<file path="src/rtl/mdio_master_pkg.sv">
package mdio_master_pkg;

    typedef enum logic [2:0] {
        ST_IDLE,
        ST_PREAMBLE,
        ST_COMMAND,
        ST_TURN,
        ST_PAYLOAD,
        ST_RELEASE
    } mfm_state_e;

    localparam logic [1:0] START_CODE   = 2'b01;
    localparam logic [1:0] OPC_READ     = 2'b10;
    localparam logic [1:0] OPC_WRITE    = 2'b01;
    localparam logic [1:0] TURN_WRITE   = 2'b10;
    localparam logic [1:0] TURN_READ    = 2'b00;

    localparam int PRE_BITS  = 32;
    localparam int CMD_BITS  = 14;
    localparam int TURN_BITS = 2;
    localparam int DATA_BITS = 16;
    localparam int SHIFT_W   = CMD_BITS + TURN_BITS + DATA_BITS;

    localparam logic [4:0] STATUS_REG_ADDR    = 5'd1;
    localparam logic [4:0] FIRST_RESERVED_PHY = 5'd29;
    localparam int         ABILITY_BIT        = 6;

endpackage

</file>
<file path="src/rtl/mdio_mdc_gen.sv">
module mdio_mdc_gen #(
    parameter int HALF_SLOW = 20
) (
    input  logic clk,
    input  logic rst_n,
    input  logic run,
    input  logic fast,
    output logic mdc,
    output logic rise_tick,
    output logic fall_tick
);
    localparam int HALF_FAST = (HALF_SLOW / 2 < 1) ? 1 : HALF_SLOW / 2;
    localparam int CNT_W     = $clog2(HALF_SLOW + 1);

    logic [CNT_W-1:0] cnt;
    logic [CNT_W-1:0] limit;
    logic             tick;

    assign limit     = fast ? CNT_W'(HALF_FAST - 1) : CNT_W'(HALF_SLOW - 1);
    assign tick      = run && (cnt == limit);
    assign rise_tick = tick && !mdc;
    assign fall_tick = tick && mdc;

    always_ff @(posedge clk) begin
        if (!rst_n || !run) begin
            cnt <= '0;
            mdc <= 1'b0;
        end else if (tick) begin
            cnt <= '0;
            mdc <= !mdc;
        end else begin
            cnt <= cnt + 1'b1;
        end
    end
endmodule

</file>
<file path="src/rtl/mdio_presup_track.sv">
module mdio_presup_track (
    input  logic clk,
    input  logic rst_n,
    input  logic detach,
    input  logic fin,
    input  logic fin_read,
    input  logic fin_turn_ok,
    input  logic fin_ability,
    output logic suppress
);
    always_ff @(posedge clk) begin
        if (!rst_n || detach) begin
            suppress <= 1'b0;
        end else if (fin && fin_read) begin
            if (!fin_turn_ok) begin
                suppress <= 1'b0;
            end else if (fin_ability) begin
                suppress <= 1'b1;
            end
        end
    end
endmodule

</file>
<file path="src/rtl/mdio_frame_seq.sv">
module mdio_frame_seq
    import mdio_master_pkg::*;
(
    input  logic        clk,
    input  logic        rst_n,
    input  logic        req_valid,
    input  logic        req_write,
    input  logic [4:0]  req_phy,
    input  logic [4:0]  req_reg,
    input  logic [15:0] req_wdata,
    input  logic        fast_sel,
    input  logic        suppress,
    input  logic        rise_tick,
    input  logic        fall_tick,
    input  logic        mdio_i,
    output logic        run,
    output logic        fast_q,
    output logic        mdio_o,
    output logic        mdio_oe,
    output logic        busy,
    output logic        done,
    output logic [15:0] rd_data,
    output logic        rd_err,
    output logic        fin,
    output logic        fin_read,
    output logic        fin_turn_ok,
    output logic        fin_ability
);
    localparam logic [4:0] PRE_LAST  = 5'(PRE_BITS - 1);
    localparam logic [4:0] CMD_LAST  = 5'(CMD_BITS - 1);
    localparam logic [4:0] TURN_LAST = 5'(TURN_BITS - 1);
    localparam logic [4:0] DATA_LAST = 5'(DATA_BITS - 1);

    mfm_state_e         state, nxt;
    logic [SHIFT_W-1:0] tx;
    logic [15:0]        rx;
    logic [4:0]         bit_cnt;
    logic [4:0]         reg_q;
    logic               wr_q;
    logic               turn_ok;
    logic               accept;
    logic               last_bit;

    assign accept   = (state == ST_IDLE) && req_valid && (req_phy < FIRST_RESERVED_PHY);
    assign last_bit = (bit_cnt == 5'd0);

    always_comb begin
        nxt = state;
        unique case (state)
            ST_IDLE:     if (accept) nxt = suppress ? ST_COMMAND : ST_PREAMBLE;
            ST_PREAMBLE: if (fall_tick && last_bit) nxt = ST_COMMAND;
            ST_COMMAND:  if (fall_tick && last_bit) nxt = ST_TURN;
            ST_TURN:     if (fall_tick && last_bit) nxt = ST_PAYLOAD;
            ST_PAYLOAD:  if (fall_tick && last_bit) nxt = ST_RELEASE;
            ST_RELEASE:  if (fall_tick) nxt = ST_IDLE;
            default:     nxt = ST_IDLE;
        endcase
    end

    always_ff @(posedge clk) begin
        if (!rst_n) begin
            state <= ST_IDLE;
        end else begin
            state <= nxt;
        end
    end

    always_ff @(posedge clk) begin
        if (!rst_n) begin
            tx      <= '0;
            rx      <= '0;
            bit_cnt <= '0;
            reg_q   <= '0;
            wr_q    <= 1'b0;
            fast_q  <= 1'b0;
            turn_ok <= 1'b0;
            done    <= 1'b0;
            rd_data <= '0;
            rd_err  <= 1'b0;
        end else begin
            done <= fin;
            if (accept) begin
                tx      <= {START_CODE, req_write ? OPC_WRITE : OPC_READ, req_phy, req_reg,
                            req_write ? TURN_WRITE : TURN_READ, req_wdata};
                rx      <= '0;
                reg_q   <= req_reg;
                wr_q    <= req_write;
                fast_q  <= fast_sel;
                turn_ok <= 1'b0;
                bit_cnt <= suppress ? CMD_LAST : PRE_LAST;
            end
            if (fall_tick) begin
                if (state inside {ST_COMMAND, ST_TURN, ST_PAYLOAD}) begin
                    tx <= tx << 1;
                end
                if (!last_bit) begin
                    bit_cnt <= bit_cnt - 1'b1;
                end else begin
                    unique case (state)
                        ST_PREAMBLE: bit_cnt <= CMD_LAST;
                        ST_COMMAND:  bit_cnt <= TURN_LAST;
                        ST_TURN:     bit_cnt <= DATA_LAST;
                        default:     bit_cnt <= '0;
                    endcase
                end
            end
            if (rise_tick) begin
                if (state == ST_TURN && last_bit) begin
                    turn_ok <= !mdio_i;
                end
                if (state == ST_PAYLOAD) begin
                    rx <= {rx[14:0], mdio_i};
                end
            end
            if (fin) begin
                rd_data <= rx;
                rd_err  <= !wr_q && !turn_ok;
            end
        end
    end

    always_comb begin
        busy        = (state != ST_IDLE);
        run         = busy;
        fin         = (state == ST_RELEASE) && fall_tick;
        fin_read    = !wr_q;
        fin_turn_ok = turn_ok;
        fin_ability = (reg_q == STATUS_REG_ADDR) && rx[ABILITY_BIT];
        unique case (state)
            ST_PREAMBLE: begin
                mdio_o  = 1'b1;
                mdio_oe = 1'b1;
            end
            ST_COMMAND: begin
                mdio_o  = tx[SHIFT_W-1];
                mdio_oe = 1'b1;
            end
            ST_TURN, ST_PAYLOAD: begin
                mdio_o  = tx[SHIFT_W-1];
                mdio_oe = wr_q;
            end
            default: begin
                mdio_o  = 1'b0;
                mdio_oe = 1'b0;
            end
        endcase
    end
endmodule

</file>
<file path="src/rtl/mdio_master.sv">
module mdio_master #(
    parameter int HALF_SLOW = 20
) (
    input  logic        clk,
    input  logic        rst_n,
    input  logic        req_valid,
    input  logic        req_write,
    input  logic [4:0]  req_phy,
    input  logic [4:0]  req_reg,
    input  logic [15:0] req_wdata,
    input  logic        fast_mdc,
    input  logic        phy_detach,
    input  logic        mdio_i,
    output logic        mdc,
    output logic        mdio_o,
    output logic        mdio_oe,
    output logic        busy,
    output logic        done,
    output logic [15:0] rd_data,
    output logic        rd_err
);
    logic run, fast_q, rise_tick, fall_tick, suppress;
    logic fin, fin_read, fin_turn_ok, fin_ability;

    mdio_mdc_gen #(.HALF_SLOW(HALF_SLOW)) u_mdc (
        .clk(clk), .rst_n(rst_n), .run(run), .fast(fast_q),
        .mdc(mdc), .rise_tick(rise_tick), .fall_tick(fall_tick)
    );

    mdio_presup_track u_presup (
        .clk(clk), .rst_n(rst_n), .detach(phy_detach), .fin(fin),
        .fin_read(fin_read), .fin_turn_ok(fin_turn_ok),
        .fin_ability(fin_ability), .suppress(suppress)
    );

    mdio_frame_seq u_seq (
        .clk(clk), .rst_n(rst_n), .req_valid(req_valid), .req_write(req_write),
        .req_phy(req_phy), .req_reg(req_reg), .req_wdata(req_wdata),
        .fast_sel(fast_mdc), .suppress(suppress), .rise_tick(rise_tick),
        .fall_tick(fall_tick), .mdio_i(mdio_i), .run(run), .fast_q(fast_q),
        .mdio_o(mdio_o), .mdio_oe(mdio_oe), .busy(busy), .done(done),
        .rd_data(rd_data), .rd_err(rd_err), .fin(fin), .fin_read(fin_read),
        .fin_turn_ok(fin_turn_ok), .fin_ability(fin_ability)
    );
endmodule

</file>
<file path="config.mk">
export PLATFORM = sky130hd
export DESIGN_NAME = mdio_master
export DESIGN_NICKNAME = d
export VERILOG_FILES = /design/src/rtl/mdio_master_pkg.sv /design/src/rtl/mdio_mdc_gen.sv /design/src/rtl/mdio_presup_track.sv /design/src/rtl/mdio_frame_seq.sv /design/src/rtl/mdio_master.sv
export SDC_FILE = /design/constraint.sdc
export NUM_CORES = 1
export LEC_CHECK = 0
export ABC_AREA = 1
export BUFFER_PORTS_ARGS = -buffer_cell sky130_fd_sc_hd__buf_2
export CAP_MARGIN = 5
export CORE_MARGIN = 2
export CORE_UTILIZATION = 50
export CTS_CLUSTER_SIZE = 16
export DETAILED_ROUTE_END_ITERATION = 8
export GPL_TIMING_DRIVEN = 0
export PLACE_DENSITY = 0.75
export SKIP_CTS_REPAIR_TIMING = 1
export SKIP_LAST_GASP = 1
export SYNTH_ARGS = -nofsm -noshare
export SYNTH_HDL_FRONTEND = slang
export SYNTH_SLANG_ARGS = --single-unit
</file>
<file path="constraint.sdc">
create_clock -name clk -period 4.95 [get_ports clk]
set_clock_uncertainty 0.2 [all_clocks]
set_input_delay 0.7425 -clock clk [delete_from_list [all_inputs] [get_ports clk]]
set_output_delay 0.7425 -clock clk [all_outputs]
set_load 0.05 [all_outputs]
</file>
==> results.cfg, run 1 <==
[cells_and_area]
multi_input_area_um2 = 1850
nets = 661
n_fill_cell = 726
area_growth_pct = 15.1
post-route-cell-area_um2 = 4530
final-seq-area_um2 = 1780
diodes = 0
drive_gt1_frac = 0.165

[timing]
setup_viol = 0
hold_viol_final = 0
grt_setup_unrepaired = no
min_period_ns = 2.70
period_share = 0.546
slew_viol_final = 0
max_freq_ghz = 0.370
whs_ns = 0.268
max_slew_margin = 0.624
tightest_slew_ns = 0.563
finalSetupTns_ns = 0

[logic_synthesis]
yosys.area.top_type_share = 0.453
synthesis.nets = 597
yosysWarnings = 0
synthTopCellsByArea = dfxtp_1, nand2_1, nor2_1
synth-edff-count = 0
syn_inst = 561
ys.flop_type = dfxtp_1
synthesis.area_um2 = 3940
yosysSeqAreaShare = 0.453
yosysMostFrequentCell = nand2_1
synth-seq-cells = 89
async_flop_share = 0
avgSynthCellArea_um2 = 7.01
netlist-cell-type-count = 32
synth_common_cells = nand2_1, nor2_1, dfxtp_1
synth_top_area_cell = dfxtp_1

[floorplanning]
rows = 32
die_area_um2 = 8600
dieHeight_um = 92.7
initial_core_util = 0.512
ioPinCount = 55
die_x_um = 92.7
core_area_um2 = 7690

[clock_network]
cts_buffer_depth = 2
clk-insertion-delay-late_ns = 0.37
cts_made_buffers = 9
tritoncts = done
htreeDepth = 3
cts_sinks = 89
root_buffer = clkbuf_8
clkTransAtPathRegs_ns = 0.10

[worst_hold_path]
holdCritPathClass = flip-flop to flip-flop
hold_path_depth = 2

[global_route]
grt-ovfl-total = 0
grt_pass1_vias = 3584
grt_start_max_net_pins = 20
grtUsageTotal = 0.228
grt_pass1_wl_mm = 15.9
grt_antenna_before_repair = 0

[run_status]
status = completed

[worst_setup_path]
critPathKind = flip-flop to output port
worst_path_dominant_cell_family = simple AND/OR/NAND/NOR gates
worstPathArrival_ns = 1.76
critPathSlowestCell = dfxtp_1
cp.buffers_inverters = 2
max_stage_delay_ns = 0.40
cp.required_ns = 4.01
crit_path_end_kind = output port
cp_num_cells = 6
rr_worst_depth = 8
critPathMaxFanout = 6
crit_path_start_kind = flip-flop
crit_chain = nor2_4, inv_1, nor2_1, nor2_1, o21bai_1, buf_2
critPathMostFrequentCell = nor2_1

[power_and_ir_drop]
power_mw = 1.91
ir_drop_v = 0.000268
p_leak_nw = 2.19
pwr_density_cell_nw_per_um2 = 422

[route]
drtIter0Drc = 231
vias = 3714
drc = 0
wl_per_cell_um = 12.3
antenna_left = 0
viasPerCell = 5.07
totalWireLength_mm = 9.04
drt_pre_antenna_iters = 4

[placed_design]
post-dp-hpwl_mm = 6.54
gp_congestion = 0.856
io_buffers = 53
place_area_um2 = 4330

[run]
maxCapViolations = 0
-- area by class of cell --
| cell class | instances | area share |
|---|---|---|
| timing repair buffer | 53 | 0.0585 |
| inverter | 40 | 0.0331 |
| buffer | 27 | 0.0348 |
| clock buffer | 9 | 0.0273 |
| multi-input combinational | 405 | 0.407 |
| sequential | 89 | 0.393 |
| clock inverter | 7 | 0.0174 |
| tap | 102 | 0.0282 |
-- worst register-to-register path, delay by kind of cell, from the launching register on --
kind	cells	cell delay (ns)
compound gates	2	0.37
buf+inv	1	0.27
flops	1	0.49
simple gates	5	0.68
-- kinds of logic (layout without fill, tap and decap cells) --
group | count (synthesis) | after routing | synth area share
compound gates | 127 | 127 | 0.168
buf+inv | 67 | 136 | 0.0782
simple gates | 272 | 272 | 0.285
fa+ha+maj | 3 | 3 | 0.00954
xor+xnor | 3 | 3 | 0.00668
flops | 89 | 89 | 0.453
-- metrics by stage --
stage                     setup slack [ns]   util  std cells
after floorplan                       2.45      -        561
after global placement                2.69  0.563        716
after detailed placement              2.67  0.563        716
after CTS                             2.25  0.589        732
after global routing                  2.13  0.589        732
final                                 2.25  0.589        732
-- report_power, final --
| part | switching [mW] | internal, mW | total, mW |
|---|---|---|---|
| clock | 0.300 | 0.203 | 0.504 |
| combinational | 0.373 | 0.189 | 0.562 |
| sequential | 0.0534 | 0.791 | 0.844 |
| total | 0.727 | 1.18 | 1.91 |
-- path summary, 6_finish.rpt --
kind             startpoint            to  slack (ns)
max          u_seq.state[0]       mdio_oe        2.25
min            u_seq.tx[27]  u_seq.tx[28]        0.27
max reg2reg  u_seq.state[0]   u_seq.rx[2]        2.82
min reg2reg    u_seq.tx[27]  u_seq.tx[28]        0.27
-- metal layers --
layer  vias to the layer above  GRT usage  part of all wire
met4                         0     0.0662             0.014
li1                       1922          -                 -
met1                      1691      0.305              0.48
met5                         -          0                 0
met2                        88      0.372              0.46
met3                        13     0.0496             0.050
-- sequential cells by signal, summed over array words and instances (netlist names), 3 cells and up --
| signal | cells |
|---|---|
| u_seq.rx | 16 |
| u_seq.state | 3 |
| u_seq.tx | 32 |
| u_mdc.cnt | 5 |
| u_seq.reg_q | 5 |
| u_seq.rd_data | 16 |
| u_seq.bit_cnt | 5 |
-- cells in the final DEF, fill, tap and decap left out, drive strengths merged, types with 17 or more instances in the layout --
cell	synthesis	layout
nand3	17	17
dfxtp	89	89
a21oi	41	41
nand2	135	135
clkbuf	9	18
buf	18	71
o21ai	81	81
nor2	114	114
inv	39	44
No activity file was read; power rests on OpenSTA's default activity.
==> inputs of run 2 (changes only) <==
--- a/config.mk
+++ b/config.mk
@@ -5,7 +5,7 @@
 export SDC_FILE = /design/constraint.sdc
 export NUM_CORES = 1
 export LEC_CHECK = 0
-export ABC_AREA = 1
+export ABC_AREA = 0
 export BUFFER_PORTS_ARGS = -buffer_cell sky130_fd_sc_hd__buf_2
 export CAP_MARGIN = 5
 export CORE_MARGIN = 2
==> constraint.sdc (replaced) <==
create_clock -name clk -period 2.7 [get_ports clk]
set_clock_uncertainty 0.2 [all_clocks]
set_input_delay 0.405 -clock clk [delete_from_list [all_inputs] [get_ports clk]]
set_output_delay 0.405 -clock clk [all_outputs]
set_load 0.05 [all_outputs]
==> results.cfg, run 2 <==
[run_status]
status = completed

[cells_and_area]
final_common_cell = dfxtp_1
post-route-util = 0.605
multi_input_area_um2 = 1810
largest_reg_flops = 32
diodes = 0
final_cell_mix = dfxtp_1, nand2_1, buf_2
n_fill_cell = 705
area_growth_pct = 16.4
nets = 553
final-seq-area_um2 = 1780
regMostFlops = u_seq.tx
reg.largest.list = u_seq.tx: 32 flops, u_seq.rd_data: 16 flops, u_seq.rx: 16 flops
drive_gt1_frac = 0.197

[floorplanning]
die_x_um = 91.1
rows = 31
die_area_um2 = 8290
dieHeight_um = 91.1
core_area_um2 = 7290
ioPinCount = 55
initial_core_util = 0.520

[timing]
tightest_slew_ns = 0.535
whs_ns = 0.0873
max_freq_ghz = 0.420
finalSetupTns_ns = 0
slew_viol_final = 0
grt_setup_unrepaired = no
setup_viol = 0
min_period_ns = 2.38
hold_viol_final = 0
period_share = 0.882
max_slew_margin = 0.642

[logic_synthesis]
netlist-cell-type-count = 57
synth-edff-count = 0
ys.flop_type = dfxtp_1
synth_top_area_cell = dfxtp_1
yosysWarnings = 0
syn_inst = 452
synth_common_cells = dfxtp_1, nand2_1, a21oi_1
async_flop_share = 0
synth-seq-cells = 89
synthTopCellsByArea = dfxtp_1, nand2_1, a21oi_1
synthesis.area_um2 = 3790
yosys.area.top_type_share = 0.470
yosysMostFrequentCell = dfxtp_1
synthesis.nets = 488
yosysSeqAreaShare = 0.470
avgSynthCellArea_um2 = 8.38

[power_and_ir_drop]
combPwrFrac = 0.251
ir_drop_v = 0.000392
p_leak_nw = 1.81
power_mw = 3.43
p_sw_mw = 1.16
p_int_mw = 2.26
swShare = 0.339
pwr_density_cell_nw_per_um2 = 777
p_clk_frac = 0.300
seqPwrFrac = 0.449

[clock_network]
cts_made_buffers = 9
root_buffer = clkbuf_8
cts_sinks = 89
tritoncts = done
clkTransAtPathRegs_ns = 0.10
htreeDepth = 3
clk-insertion-delay-late_ns = 0.35
cts_buffer_depth = 2

[route]
antenna_left = 0
drtIter0Drc = 197
vias = 3474
drc = 0
totalWireLength_mm = 8.86
drt_pre_antenna_iters = 7
wl_per_cell_um = 14.3
viasPerCell = 5.59

[placed_design]
post-dp-hpwl_mm = 6.30
gp_congestion = 0.941
io_buffers = 54

[global_route]
grt_antenna_before_repair = 0
grt_pass1_wl_mm = 15.2
grtUsageTotal = 0.222
grt_start_max_net_pins = 17
grt-ovfl-total = 0
grt_pass1_vias = 3315

[worst_hold_path]
hold_start = req_wdata[0]
hold_path_depth = 3
holdCritPathClass = primary input to flip-flop
whs_endpoint = u_seq.tx[0]

[worst_setup_path]
cp.required_ns = 2.10
crit_path_end_kind = output port
rr_worst_depth = 6
critPathMaxFanout = 10
worstPathArrival_ns = 1.78
r2r_start = u_seq.bit_cnt[0]
critPathKind = flip-flop to output port
worstReg2RegEnd = u_seq.fin_turn_ok
r2r_setup_slack_ns = 0.46
crit_path_start_kind = flip-flop

[run]
maxCapViolations = 0
## run 2: changes by cell type in the layout (fill, tap and decap cells not counted), sizes merged, moves of 6 or more
cell	previous run	this run
nor2	114	32
o21ai	81	33
nand3	17	26
mux2i	0	16
inv	44	12
clkbuf	18	26
a21oi	41	35
nand2	135	88
a31oi	0	27
## run 2: cells by family after synthesis
kind of cell / after synthesis / synth area share
AO/OA/AOI/OAI: 126 / 0.207
XOR/XNOR: 4 / 0.00925
adder cells (fa/ha/maj): 3 / 0.00991
buffers and inverters: 43 / 0.0522
flip-flops: 89 / 0.470
multiplexers: 17 / 0.0452
AND/OR/NAND/NOR: 170 / 0.207
## run 2: worst max-delay path by stage
stage | start | endpoint | slack [ns] | depth (start not counted)
after floorplan | u_seq.state[0] | mdio_oe | 0.25 | 3
after global placement | u_seq.bit_cnt[0] | u_seq.fin_turn_ok | 0.58 | 6
after detailed placement | u_seq.bit_cnt[0] | u_seq.fin_turn_ok | 0.50 | 6
after CTS | u_seq.state[2] | busy | 0.33 | 5
after global routing | u_seq.state[0] | mdio_oe | 0.24 | 4
final | u_seq.state[2] | busy | 0.32 | 5
## run 2: metrics by stage
| stage | cells | worst slack [ns] | instance area, µm² |
|---|---|---|---|
| after floorplan | 452 | 0.249 | 3790 |
| after global placement | 605 | 0.581 | 4180 |
| after detailed placement | 605 | 0.499 | 4180 |
| after CTS | 621 | 0.330 | 4410 |
| after global routing | 621 | 0.243 | 4410 |
| final | 621 | 0.319 | 4410 |
## run 2: layout make-up
class / instances / share of cell area
buffer: 33 / 0.0363
clock buffer: 9 / 0.0281
clock inverter: 7 / 0.0233
inverter: 10 / 0.00851
multi-input combinational: 320 / 0.410
sequential: 89 / 0.404
tap: 99 / 0.0281
timing repair buffer: 54 / 0.0613
## run 2: worst max-delay path, stage by stage, from the launching register on
cell,delay (ns)
dfxtp_1,0.31
buf_4,0.16
nor3_1,0.29
buf_2,0.29
inv_1,0.14
buf_2,0.24
## run 2: layer usage
metal	global-route usage	vias to the layer above	routed length [µm]
met5	0	-	0
met4	0.0707	0	92
met3	0.0315	11	340
met2	0.376	84	4240
met1	0.294	1654	4190
li1	-	1725	-
## run 2: power by group through the flow
stage          sequential, mW  combinational, mW  clock [mW]
2_1_floorplan            1.54              0.643           0
3_3_place_gp             1.56              0.826           0
3_5_place_dp             1.57              0.854           0
4_1_cts                  1.54              0.859        1.05
5_1_grt                  1.56              0.955        1.11
6_report                 1.54              0.860        1.03
==> inputs of run 3 (changes only) <==
--- a/config.mk
+++ b/config.mk
@@ -8,12 +8,15 @@
 export ABC_AREA = 0
 export BUFFER_PORTS_ARGS = -buffer_cell sky130_fd_sc_hd__buf_2
 export CAP_MARGIN = 5
+export CELL_PAD_IN_SITES_DETAIL_PLACEMENT = 0
+export CELL_PAD_IN_SITES_GLOBAL_PLACEMENT = 1
 export CORE_MARGIN = 2
-export CORE_UTILIZATION = 50
+export CORE_UTILIZATION = 42
 export CTS_CLUSTER_SIZE = 16
 export DETAILED_ROUTE_END_ITERATION = 8
 export GPL_TIMING_DRIVEN = 0
-export PLACE_DENSITY = 0.75
+export MAX_ROUTING_LAYER = met4
+export PLACE_DENSITY = 0.82
 export SKIP_CTS_REPAIR_TIMING = 1
 export SKIP_LAST_GASP = 1
 export SYNTH_ARGS = -nofsm -noshare
==> results.cfg, run 3 (synthesis results as in run 2) <==
[run]
maxCapViolations = 0

[run_status]
status = completed

[timing]
finalSetupTns_ns = 0
setup_ws_ns = 0.330
setup_viol = 0
grt_setup_unrepaired = no
hold_viol_final = 0
max_freq_ghz = 0.422
slew_viol_final = 0
period_share = 0.878
max_slew_margin = 0.619
min_period_ns = 2.37
tightest_slew_ns = 0.571

[route]
wl_per_cell_um = 14.5
vias = 3414
highest_layer = met4
wl_met2_mm = 4.16
drtIter0Drc = 185
route.met3.wl_um = 302
wl_met1_mm = 4.54
antenna_left = 0
drt_pre_antenna_iters = 4
viasPerCell = 5.42
drc = 0
totalWireLength_mm = 9.11

[cells_and_area]
regMostFlops = u_seq.tx
diodes = 0
final_cell_mix = dfxtp_1, nand2_1, buf_2
post-route-util = 0.504
n_fill_cell = 862
largest_reg_flops = 32
drive_gt1_frac = 0.195
final_common_cell = dfxtp_1
final-seq-area_um2 = 1780
reg.largest.list = u_seq.tx: 32 flops, u_seq.rd_data: 16 flops, u_seq.rx: 16 flops
area_growth_pct = 16.1
multi_input_area_um2 = 1810
nets = 553

[worst_setup_path]
crit_chain = buf_2, nor2_1, o31ai_1, buf_2
max_stage_delay_ns = 0.39
cp.required_ns = 2.10
r2r_start = u_seq.bit_cnt[0]
critPathKind = flip-flop to output port
worstPathArrival_ns = 1.77
critPathMaxFanout = 10
r2r_setup_slack_ns = 0.51
crit_path_end_kind = output port
critPathSlowestCell = dfxtp_1
rr_worst_depth = 6
critPathMostFrequentCell = buf_2
crit_path_start_kind = flip-flop
worstReg2RegEnd = u_seq.fin_turn_ok

[global_route]
grt-ovfl-total = 0
grt_antenna_before_repair = 0
grtUsageTotal = 0.202
grt_pass1_vias = 3244
grt_start_max_net_pins = 16
grt_pass1_wl_mm = 15.7

[power_and_ir_drop]
p_sw_mw = 1.15
p_int_mw = 2.19
seqPwrFrac = 0.461
ir_drop_v = 0.000265
power_mw = 3.34
p_leak_nw = 1.80
combPwrFrac = 0.257
swShare = 0.345
pwr_density_cell_nw_per_um2 = 760
p_clk_frac = 0.282

[placed_design]
pre_cts_ws_ns = 0.464
gp_congestion = 0.794
io_buffers = 54
post-dp-hpwl_mm = 6.49

[floorplanning]
core_area_um2 = 8720
die_area_um2 = 9800
rows = 34
ioPinCount = 55
die_x_um = 99.0
initial_core_util = 0.435
dieHeight_um = 99.0

[clock_network]
root_buffer = clkbuf_8
cts_sinks = 89
cts_buffer_depth = 2
htreeDepth = 3
clk-insertion-delay-late_ns = 0.35
tritoncts = done
cts_made_buffers = 9
clkTransAtPathRegs_ns = 0.09

[worst_hold_path]
hold_start = req_wdata[11]
holdCritPathClass = primary input to flip-flop
hold_path_depth = 3
whs_endpoint = u_seq.tx[11]
[run 3: cell types whose count changed in the layout (fill, tap and decap cells not counted), sizes merged]
cell      change
clkinv        +1
clkinvlp      -1
bufinv        -1
clkbuf        +2
inv           -1
[run 3: worst max-delay path by stage]
stage                         to  slack, ns        startpoint
2_1_floorplan            mdio_oe       0.25    u_seq.state[0]
3_3_place_gp   u_seq.fin_turn_ok       0.54  u_seq.bit_cnt[0]
3_5_place_dp        u_seq.rx[10]       0.46        req_phy[1]
4_1_cts                  mdio_oe       0.36    u_seq.state[0]
5_1_grt                     busy       0.22    u_seq.state[1]
6_report                 mdio_oe       0.33    u_seq.state[0]
[run 3: metal layers]
layer	GRT usage	vias to the layer above
li1	-	1720
met1	0.280	1630
met2	0.305	55
met3	0.0305	9
met4	0.0611	0
met5	-	-
[run 3: final cells by class]
cell class / count / area share
flip-flops and latches: 89 / 0.405
plain buffers: 33 / 0.0364
multi-input cells: 320 / 0.412
clock inverters: 5 / 0.0142
clock buffers: 11 / 0.0321
well taps: 108 / 0.0307
repair buffers: 54 / 0.0614
inverters: 10 / 0.00853
[run 3: through the flow]
stage | hold WS [ns] | instance area [µm²] | std cells
after global routing | 0.0949 | 4400 | 630
after CTS | 0.0919 | 4400 | 630
after floorplan | 0.231 | 3790 | 452
after global placement | 0.241 | 4200 | 614
after detailed placement | 0.246 | 4200 | 614
final | 0.0998 | 4400 | 630
[run 3: worst max-delay path: cells and delay by family, from the launching register on]
| family | cells | cell delay, ns |
|---|---|---|
| AND/OR/NAND/NOR | 1 | 0.11 |
| flip-flops | 1 | 0.39 |
| AO/OA/AOI/OAI | 1 | 0.34 |
| buffers and inverters | 2 | 0.57 |
[run 3: power by group through the flow]
| stage | sequential [mW] | clock, mW | combinational (mW) |
|---|---|---|---|
| 2_1_floorplan | 1.54 | 0 | 0.643 |
| 3_3_place_gp | 1.57 | 0 | 0.842 |
| 3_5_place_dp | 1.57 | 0 | 0.858 |
| 4_1_cts | 1.54 | 0.961 | 0.861 |
| 5_1_grt | 1.56 | 1.02 | 0.963 |
| 6_report | 1.54 | 0.942 | 0.859 |
